--- config.mk ---
export PLATFORM = sky130hd
export DESIGN_NAME = pwm_edge_gen
export DESIGN_NICKNAME = d
export VERILOG_FILES = /design/src/rtl/pwm_edge_pkg.sv /design/src/rtl/pwm_timebase.sv /design/src/rtl/pwm_edge_reg.sv /design/src/rtl/pwm_regfile.sv /design/src/rtl/pwm_channel.sv /design/src/rtl/pwm_edge_gen.sv
export SDC_FILE = /design/constraint.sdc
export NUM_CORES = 1
export LEC_CHECK = 0
export CORE_UTILIZATION = 25
export DETAILED_ROUTE_END_ITERATION = 10
export DONT_BUFFER_PORTS = 1
export PLACE_DENSITY = 0.36
export SYNTH_ARGS = -nofsm -noshare
export SYNTH_HDL_FRONTEND = slang
export SYNTH_SLANG_ARGS = --single-unit
--- constraint.sdc ---
create_clock -name clk -period 3.4 [get_ports clk]
set_input_delay 0.51 -clock clk [delete_from_list [all_inputs] [get_ports clk]]
set_output_delay 0.51 -clock clk [all_outputs]
set_load 0.005 [all_outputs]
--- src/rtl/pwm_edge_pkg.sv ---
`timescale 1ns/1ps
package pwm_edge_pkg;
    localparam int REG_W = 8;
    localparam logic [7:0] A_PRESCALE  = 8'h00;
    localparam logic [7:0] A_PERIOD    = 8'h04;
    localparam logic [7:0] A_EN_LO     = 8'h08;
    localparam logic [7:0] A_EN_HI     = 8'h0C;
    localparam logic [7:0] A_SYNC      = 8'hE4;
    localparam int         EDGE_BASE   = 16;
    localparam int         EDGE_STRIDE = 8;

    typedef enum logic [1:0] {
        CH_OFF  = 2'd0,
        CH_LOW  = 2'd1,
        CH_HIGH = 2'd2
    } ch_state_e;
endpackage

--- src/rtl/pwm_timebase.sv ---
`timescale 1ns/1ps
module pwm_timebase #(
    parameter int W = 8
) (
    input  logic         clk,
    input  logic         rst_n,
    input  logic [W-1:0] prescale,
    input  logic [W-1:0] period,
    output logic [W-1:0] cnt,
    output logic         step,
    output logic         wrap
);
    logic [W-1:0] pre_cnt;
    logic         tick;

    always_comb begin
        tick = (pre_cnt >= prescale);
        step = (pre_cnt == '0);
        wrap = tick && (cnt >= period);
    end

    always_ff @(posedge clk) begin
        if (!rst_n) begin
            pre_cnt <= '0;
            cnt     <= '0;
        end else if (tick) begin
            pre_cnt <= '0;
            cnt     <= (cnt >= period) ? '0 : cnt + 1'b1;
        end else begin
            pre_cnt <= pre_cnt + 1'b1;
        end
    end

    // a wrap starts a fresh period on the next clock
    p_wrap_restart_r1: assert property (@(posedge clk) disable iff (!rst_n)
        wrap |=> (cnt == '0 && step));

    // the step counter only moves at the end of a prescaled step
    p_count_hold_r1: assert property (@(posedge clk) disable iff (!rst_n)
        !tick |=> $stable(cnt));
endmodule

--- src/rtl/pwm_edge_reg.sv ---
`timescale 1ns/1ps
module pwm_edge_reg #(
    parameter int W          = 8,
    parameter bit HAS_SHADOW = 1'b0
) (
    input  logic         clk,
    input  logic         rst_n,
    input  logic         wr,
    input  logic [W-1:0] wdata,
    input  logic         sync_en,
    input  logic         wrap,
    output logic [W-1:0] act
);
    logic immediate;
    assign immediate = wr && (!sync_en || !HAS_SHADOW);

    if (HAS_SHADOW) begin : g_shadow
        logic [W-1:0] pend;
        always_ff @(posedge clk) begin
            if (!rst_n) begin
                pend <= '0;
                act  <= '0;
            end else begin
                if (wr) pend <= wdata;
                if (wr && !sync_en) act <= wdata;
                else if (wrap)      act <= pend;
            end
        end
    end else begin : g_direct
        always_ff @(posedge clk) begin
            if (!rst_n)  act <= '0;
            else if (wr) act <= wdata;
        end
    end

    // the active edge only moves on a wrap or an immediate write
    p_pending_hold_r7: assert property (@(posedge clk) disable iff (!rst_n)
        (!wrap && !immediate) |=> $stable(act));

    // an immediate write is visible on the next clock
    p_immediate_r8: assert property (@(posedge clk) disable iff (!rst_n)
        immediate |=> (act == $past(wdata)));
endmodule

--- src/rtl/pwm_regfile.sv ---
`timescale 1ns/1ps
module pwm_regfile
    import pwm_edge_pkg::*;
#(
    parameter int          NUM_CH      = 16,
    parameter logic [15:0] SHADOW_MASK = 16'h00FF,
    parameter int          W           = 8
) (
    input  logic                       clk,
    input  logic                       rst_n,
    input  logic [7:0]                 addr,
    input  logic [W-1:0]               wdata,
    input  logic                       we,
    input  logic                       wrap,
    output logic [W-1:0]               rdata,
    output logic [W-1:0]               prescale,
    output logic [W-1:0]               period,
    output logic [NUM_CH-1:0]          ch_en,
    output logic [NUM_CH-1:0][W-1:0]   rise_act,
    output logic [NUM_CH-1:0][W-1:0]   fall_act
);
    localparam int CH_W    = (NUM_CH > 1) ? $clog2(NUM_CH) : 1;
    localparam int MAP_END = EDGE_BASE + EDGE_STRIDE * NUM_CH;

    logic [W-1:0]  en_lo, en_hi;
    logic [15:0]   en_all;
    logic          sync_en;
    logic          edge_hit;
    logic          is_fall;
    logic [7:0]    off;
    logic [CH_W-1:0] ch_sel;

    always_comb begin
        off      = addr - 8'(EDGE_BASE);
        edge_hit = (int'(addr) >= EDGE_BASE) && (int'(addr) < MAP_END)
                   && (addr[1:0] == 2'b00);
        is_fall  = off[2];
        ch_sel   = CH_W'(off >> 3);
    end

    always_ff @(posedge clk) begin
        if (!rst_n) begin
            prescale <= '0;
            period   <= '0;
            en_lo    <= '0;
            en_hi    <= '0;
            sync_en  <= 1'b0;
        end else if (we) begin
            case (addr)
                A_PRESCALE: prescale <= wdata;
                A_PERIOD:   period   <= wdata;
                A_EN_LO:    en_lo    <= wdata;
                A_EN_HI:    en_hi    <= wdata;
                A_SYNC:     sync_en  <= wdata[0];
                default: ;
            endcase
        end
    end

    assign en_all = {en_hi, en_lo};
    assign ch_en  = en_all[NUM_CH-1:0];

    for (genvar i = 0; i < NUM_CH; i++) begin : g_ch
        logic [W-1:0] r_q, f_q;
        logic         wr_r, wr_f;
        assign wr_r = we && edge_hit && (ch_sel == CH_W'(i)) && !is_fall;
        assign wr_f = we && edge_hit && (ch_sel == CH_W'(i)) &&  is_fall;

        pwm_edge_reg #(.W(W), .HAS_SHADOW(SHADOW_MASK[i])) u_rise (
            .clk(clk), .rst_n(rst_n), .wr(wr_r), .wdata(wdata),
            .sync_en(sync_en), .wrap(wrap), .act(r_q));
        pwm_edge_reg #(.W(W), .HAS_SHADOW(SHADOW_MASK[i])) u_fall (
            .clk(clk), .rst_n(rst_n), .wr(wr_f), .wdata(wdata),
            .sync_en(sync_en), .wrap(wrap), .act(f_q));

        assign rise_act[i] = r_q;
        assign fall_act[i] = f_q;
    end

    always_comb begin
        rdata = '0;
        case (addr)
            A_PRESCALE: rdata = prescale;
            A_PERIOD:   rdata = period;
            A_EN_LO:    rdata = en_lo;
            A_EN_HI:    rdata = en_hi;
            A_SYNC:     rdata = W'(sync_en);
            default: begin
                if (edge_hit) rdata = is_fall ? fall_act[ch_sel] : rise_act[ch_sel];
            end
        endcase
    end

    // the enable registers change only when written
    p_enable_hold_r5: assert property (@(posedge clk) disable iff (!rst_n)
        !we |=> $stable(ch_en));
endmodule

--- src/rtl/pwm_channel.sv ---
`timescale 1ns/1ps
module pwm_channel
    import pwm_edge_pkg::*;
#(
    parameter int W = 8
) (
    input  logic         clk,
    input  logic         rst_n,
    input  logic         en,
    input  logic         step,
    input  logic [W-1:0] cnt,
    input  logic [W-1:0] rise,
    input  logic [W-1:0] fall,
    output logic         out
);
    ch_state_e state, nxt;

    always_ff @(posedge clk) begin
        if (!rst_n) state <= CH_OFF;
        else        state <= nxt;
    end

    always_comb begin
        nxt = state;
        unique case (state)
            CH_OFF:  nxt = en ? CH_LOW : CH_OFF;
            CH_LOW: begin
                if (!en)                        nxt = CH_OFF;
                else if (step && cnt == rise)   nxt = CH_HIGH;
            end
            CH_HIGH: begin
                if (!en)                        nxt = CH_OFF;
                else if (step && cnt == fall)   nxt = CH_LOW;
            end
            default: nxt = CH_OFF;
        endcase
    end

    always_comb out = (state == CH_HIGH);

    // a disabled channel is low on the next clock
    p_off_low_r5: assert property (@(posedge clk) disable iff (!rst_n)
        !en |=> !out);

    // a rising match drives the output high
    p_rise_r2: assert property (@(posedge clk) disable iff (!rst_n)
        (en && state == CH_LOW && step && cnt == rise) |=> out);

    // a falling match drives the output low
    p_fall_r2: assert property (@(posedge clk) disable iff (!rst_n)
        (en && out && step && cnt == fall) |=> !out);

    // between step starts an enabled output holds its level
    p_step_only_r2: assert property (@(posedge clk) disable iff (!rst_n)
        (en && !step) |=> $stable(out));
endmodule

--- src/rtl/pwm_edge_gen.sv ---
`timescale 1ns/1ps
module pwm_edge_gen #(
    parameter int          NUM_CH      = 16,
    parameter logic [15:0] SHADOW_MASK = 16'h00FF
) (
    input  logic              clk,
    input  logic              rst_n,
    input  logic [7:0]        reg_addr,
    input  logic [7:0]        reg_wdata,
    input  logic              reg_we,
    output logic [7:0]        reg_rdata,
    output logic [NUM_CH-1:0] pwm_out
);
    localparam int W = pwm_edge_pkg::REG_W;

    logic [W-1:0]             prescale, period, cnt;
    logic                     step, wrap;
    logic [NUM_CH-1:0]        ch_en;
    logic [NUM_CH-1:0][W-1:0] rise_act, fall_act;

    pwm_timebase #(.W(W)) u_timebase (
        .clk(clk), .rst_n(rst_n), .prescale(prescale), .period(period),
        .cnt(cnt), .step(step), .wrap(wrap));

    pwm_regfile #(.NUM_CH(NUM_CH), .SHADOW_MASK(SHADOW_MASK), .W(W)) u_regs (
        .clk(clk), .rst_n(rst_n), .addr(reg_addr), .wdata(reg_wdata),
        .we(reg_we), .wrap(wrap), .rdata(reg_rdata), .prescale(prescale),
        .period(period), .ch_en(ch_en), .rise_act(rise_act), .fall_act(fall_act));

    for (genvar i = 0; i < NUM_CH; i++) begin : g_out
        pwm_channel #(.W(W)) u_ch (
            .clk(clk), .rst_n(rst_n), .en(ch_en[i]), .step(step), .cnt(cnt),
            .rise(rise_act[i]), .fall(fall_act[i]), .out(pwm_out[i]));
    end
endmodule

==> impl_metrics.toml <==
[sta]
timing.fmax_mhz = 304
hold_viol_final = 0
tightest_slew_ps = 1620
skew_ps = 23.1
period_minus_slack_ps = 3280
setup_tns_ps = 0
slew_violations = 72
final-setup-viol-count = 0
grt_setup_unrepaired = "no"
hold_ws_ps = 45.0
maxSlewHeadroom_pct = -7.81
period_share_pct = 96.6

[global_routing]
grt_pass1_vias = 20100
grt_max_degree = 445
grt_use_total_pct = 19.3
overflow = 0
antenna_found_initial = 6
grt_pass1_wl_um = 143000

[synth]
yosysUniqueCellTypes = 58
synth_area_leader_cell = "dfxtp_1"
ys_top_cells_by_area = "dfxtp_1 (38%), xnor2_1 (9.2%), nand2_1 (8.8%), mux4_2 (6.7%), a21boi_0 (6.1%)"
ys_seq_elements = 465
ys.flop_type = "dfxtp_1"
synth.most_common_cell = "nand2_1"
synth_nets = 2939
synth.top_cell.area_share_pct = 37.7
yosysSeqAreaShare_pct = 37.7
yosys-top-cells-count = "nand2_1 (581), dfxtp_1 (465), xnor2_1 (258)"
syn_inst = 2897
yosys_warnings = 0
syn_area_per_cell_sq_um = 8.52
async_flop_share_pct = 0
synth_enable_flop_cells = 0
synthesis.area_sq_um = 24700

[place]
hpwlAfterDp_um = 60300
globalplace.congestion = 0.896
dp_cells = 3980
io_buffers = 0

[route]
wl_um = 96800
ant_nets = 0
drtIter0Drc = 1565
dr.pass1.iters = 5
remaining_drc_errors = 0
vias = 20700
post_drt_via_cell_ratio = 5.06
routedWlPerCell_um = 23.7

[clocking]
cts_resized = 0
cts_num_sinks = 465
insertion_delay_ps = 640
clock_path_buffers = 3
cts-hold-fix-buffers = 3
postCtsSetupRepairBufs = 0
cts-root-buf = "clkbuf_16"
cts_tree = "built"
tritoncts.num_buffers = 56
clk_pin_slew_worst_paths_ps = 60
htree_num_levels = 2

[status]
violations = "max-slew violations"
outcome = "finished with violations"

[finish]
layoutNonFillerInstCount = 4085
nets = 2807
area_delta_synth_final_pct = 12.5
post-route-util_pct = 28.5
drive_above_1_share_pct = 10.0

[power]
ir_worst_vdd_mv = 0.316
power_density_nw_per_um2 = 440
p_leak_uw = 0.00851

[floorplan]
die_area_sq_um = 100000
die_x_um = 316
fp.dieH_um = 316
io_pins = 43
rows = 114
start_util_pct = 25.4
core_area_sq_um = 97300

[worst_setup_path]
startpoint_type = "input port"
cp.arrival_ps = 2770
critPathMaxFanout = 68
worst_setup_path_end_kind = "primary output"
crit_required_ps = 2890
critical_path_class = "input port to primary output"

[hold_path]
hp-class = "input port to flop"

[job]
cap_violations = 0
critical path: stages:
cell,delay (ps)
inv_1,190
ha_1,340
or3b_4,450
nor2_1,110
or3_1,210
or2_0,370
o21ai_0,190
buf_4,180
buf_4,130
metal layers:
metal  global-route usage (%)  share of wire, %  up-vias
met5                        0             0.020        -
met4                     4.09               1.6        2
met3                     3.03               5.1      101
met2                     31.1                46      485
met1                     26.9                47    10300
li1                         -                 -     9765
sequential cells by signal, indices dropped and copies added (netlist names):
name                              count
g_out.u_ch.state                     32
u_regs.g_ch.u_rise.act              128
u_regs.sync_en                        1
u_timebase.cnt                        8
u_timebase.pre_cnt                    8
u_regs.prescale                       8
u_regs.en_lo                          8
u_regs.g_ch.u_fall.g_shadow.pend     64
u_regs.period                         8
u_regs.g_ch.u_fall.act              128
u_regs.en_hi                          8
u_regs.g_ch.u_rise.g_shadow.pend     64
per-stage QoR:
step | power (uW) | setup slack [ps] | area (sq um)
after global placement | 5960 | 219 | 25800
after floorplan | 6010 | 525 | 24700
after detailed placement | 5970 | 221 | 25800
final | 12200 | 116 | 27800
after CTS | 12400 | 207 | 27800
after global routing | 12600 | 19.1 | 27800
path summary, 6_finish.rpt:
kind	end	slack (ps)	cells past startpoint	start
max	reg_rdata[6]	120	9	reg_addr[4]
min	u_regs.g_ch[7].u_rise.g_shadow.pend[4]$_SDFFE_PN0P_	40	2	reg_wdata[4]
min reg2reg	u_regs.g_ch[4].u_rise.act[7]$_SDFFE_PN0P_	470	2	u_regs.g_ch[4].u_rise.g_shadow.pend[7]$_SDFFE_PN0P_
max reg2reg	u_regs.g_ch[3].u_fall.act[0]$_SDFFE_PN0P_	680	9	u_timebase.pre_cnt[0]$_SDFF_PP0_
final cells by class:
type	instances	area [sq um]
well taps	1276	1600
fillers	10300	69500
repair buffers	81	741
clock inverters	22	315
clock buffers	79	1590
inverters	20	75.1
diodes	1	2.50
flip-flops and latches	465	9320
multi-input cells	2141	14100
cells by family after synthesis:
kind of cell | Yosys count | synth area share [%]
muxes | 162 | 10.3
adders and majority gates | 23 | 1.17
AOI/OAI and AO/OA | 570 | 14.8
and+or+nand+nor | 1121 | 21.3
DFF | 465 | 37.7
xor gates and xnor gates | 265 | 9.43
buffers and inverters | 291 | 5.36
report_power, final:
group | total (uW) | internal (uW) | leakage, uW | switching (uW)
registers | 5460 | 5460 | 0.00375 | 8.51
clock network | 6350 | 3770 | 0.000916 | 2580
logic | 395 | 183 | 0.00384 | 212
layout by cell type, fill, tap and decap left out, types with 68 or more instances in the layout:
cell	count
nand2_1	580
mux2i_1	89
nand3_1	195
nand4_1	68
mux4_2	73
o21ai_0	154
dfxtp_1	457
xnor2_1	258
a31oi_1	129
a21boi_0	200
buf_4	68
nor2b_1	112
Power figures use the tool's default switching activity.
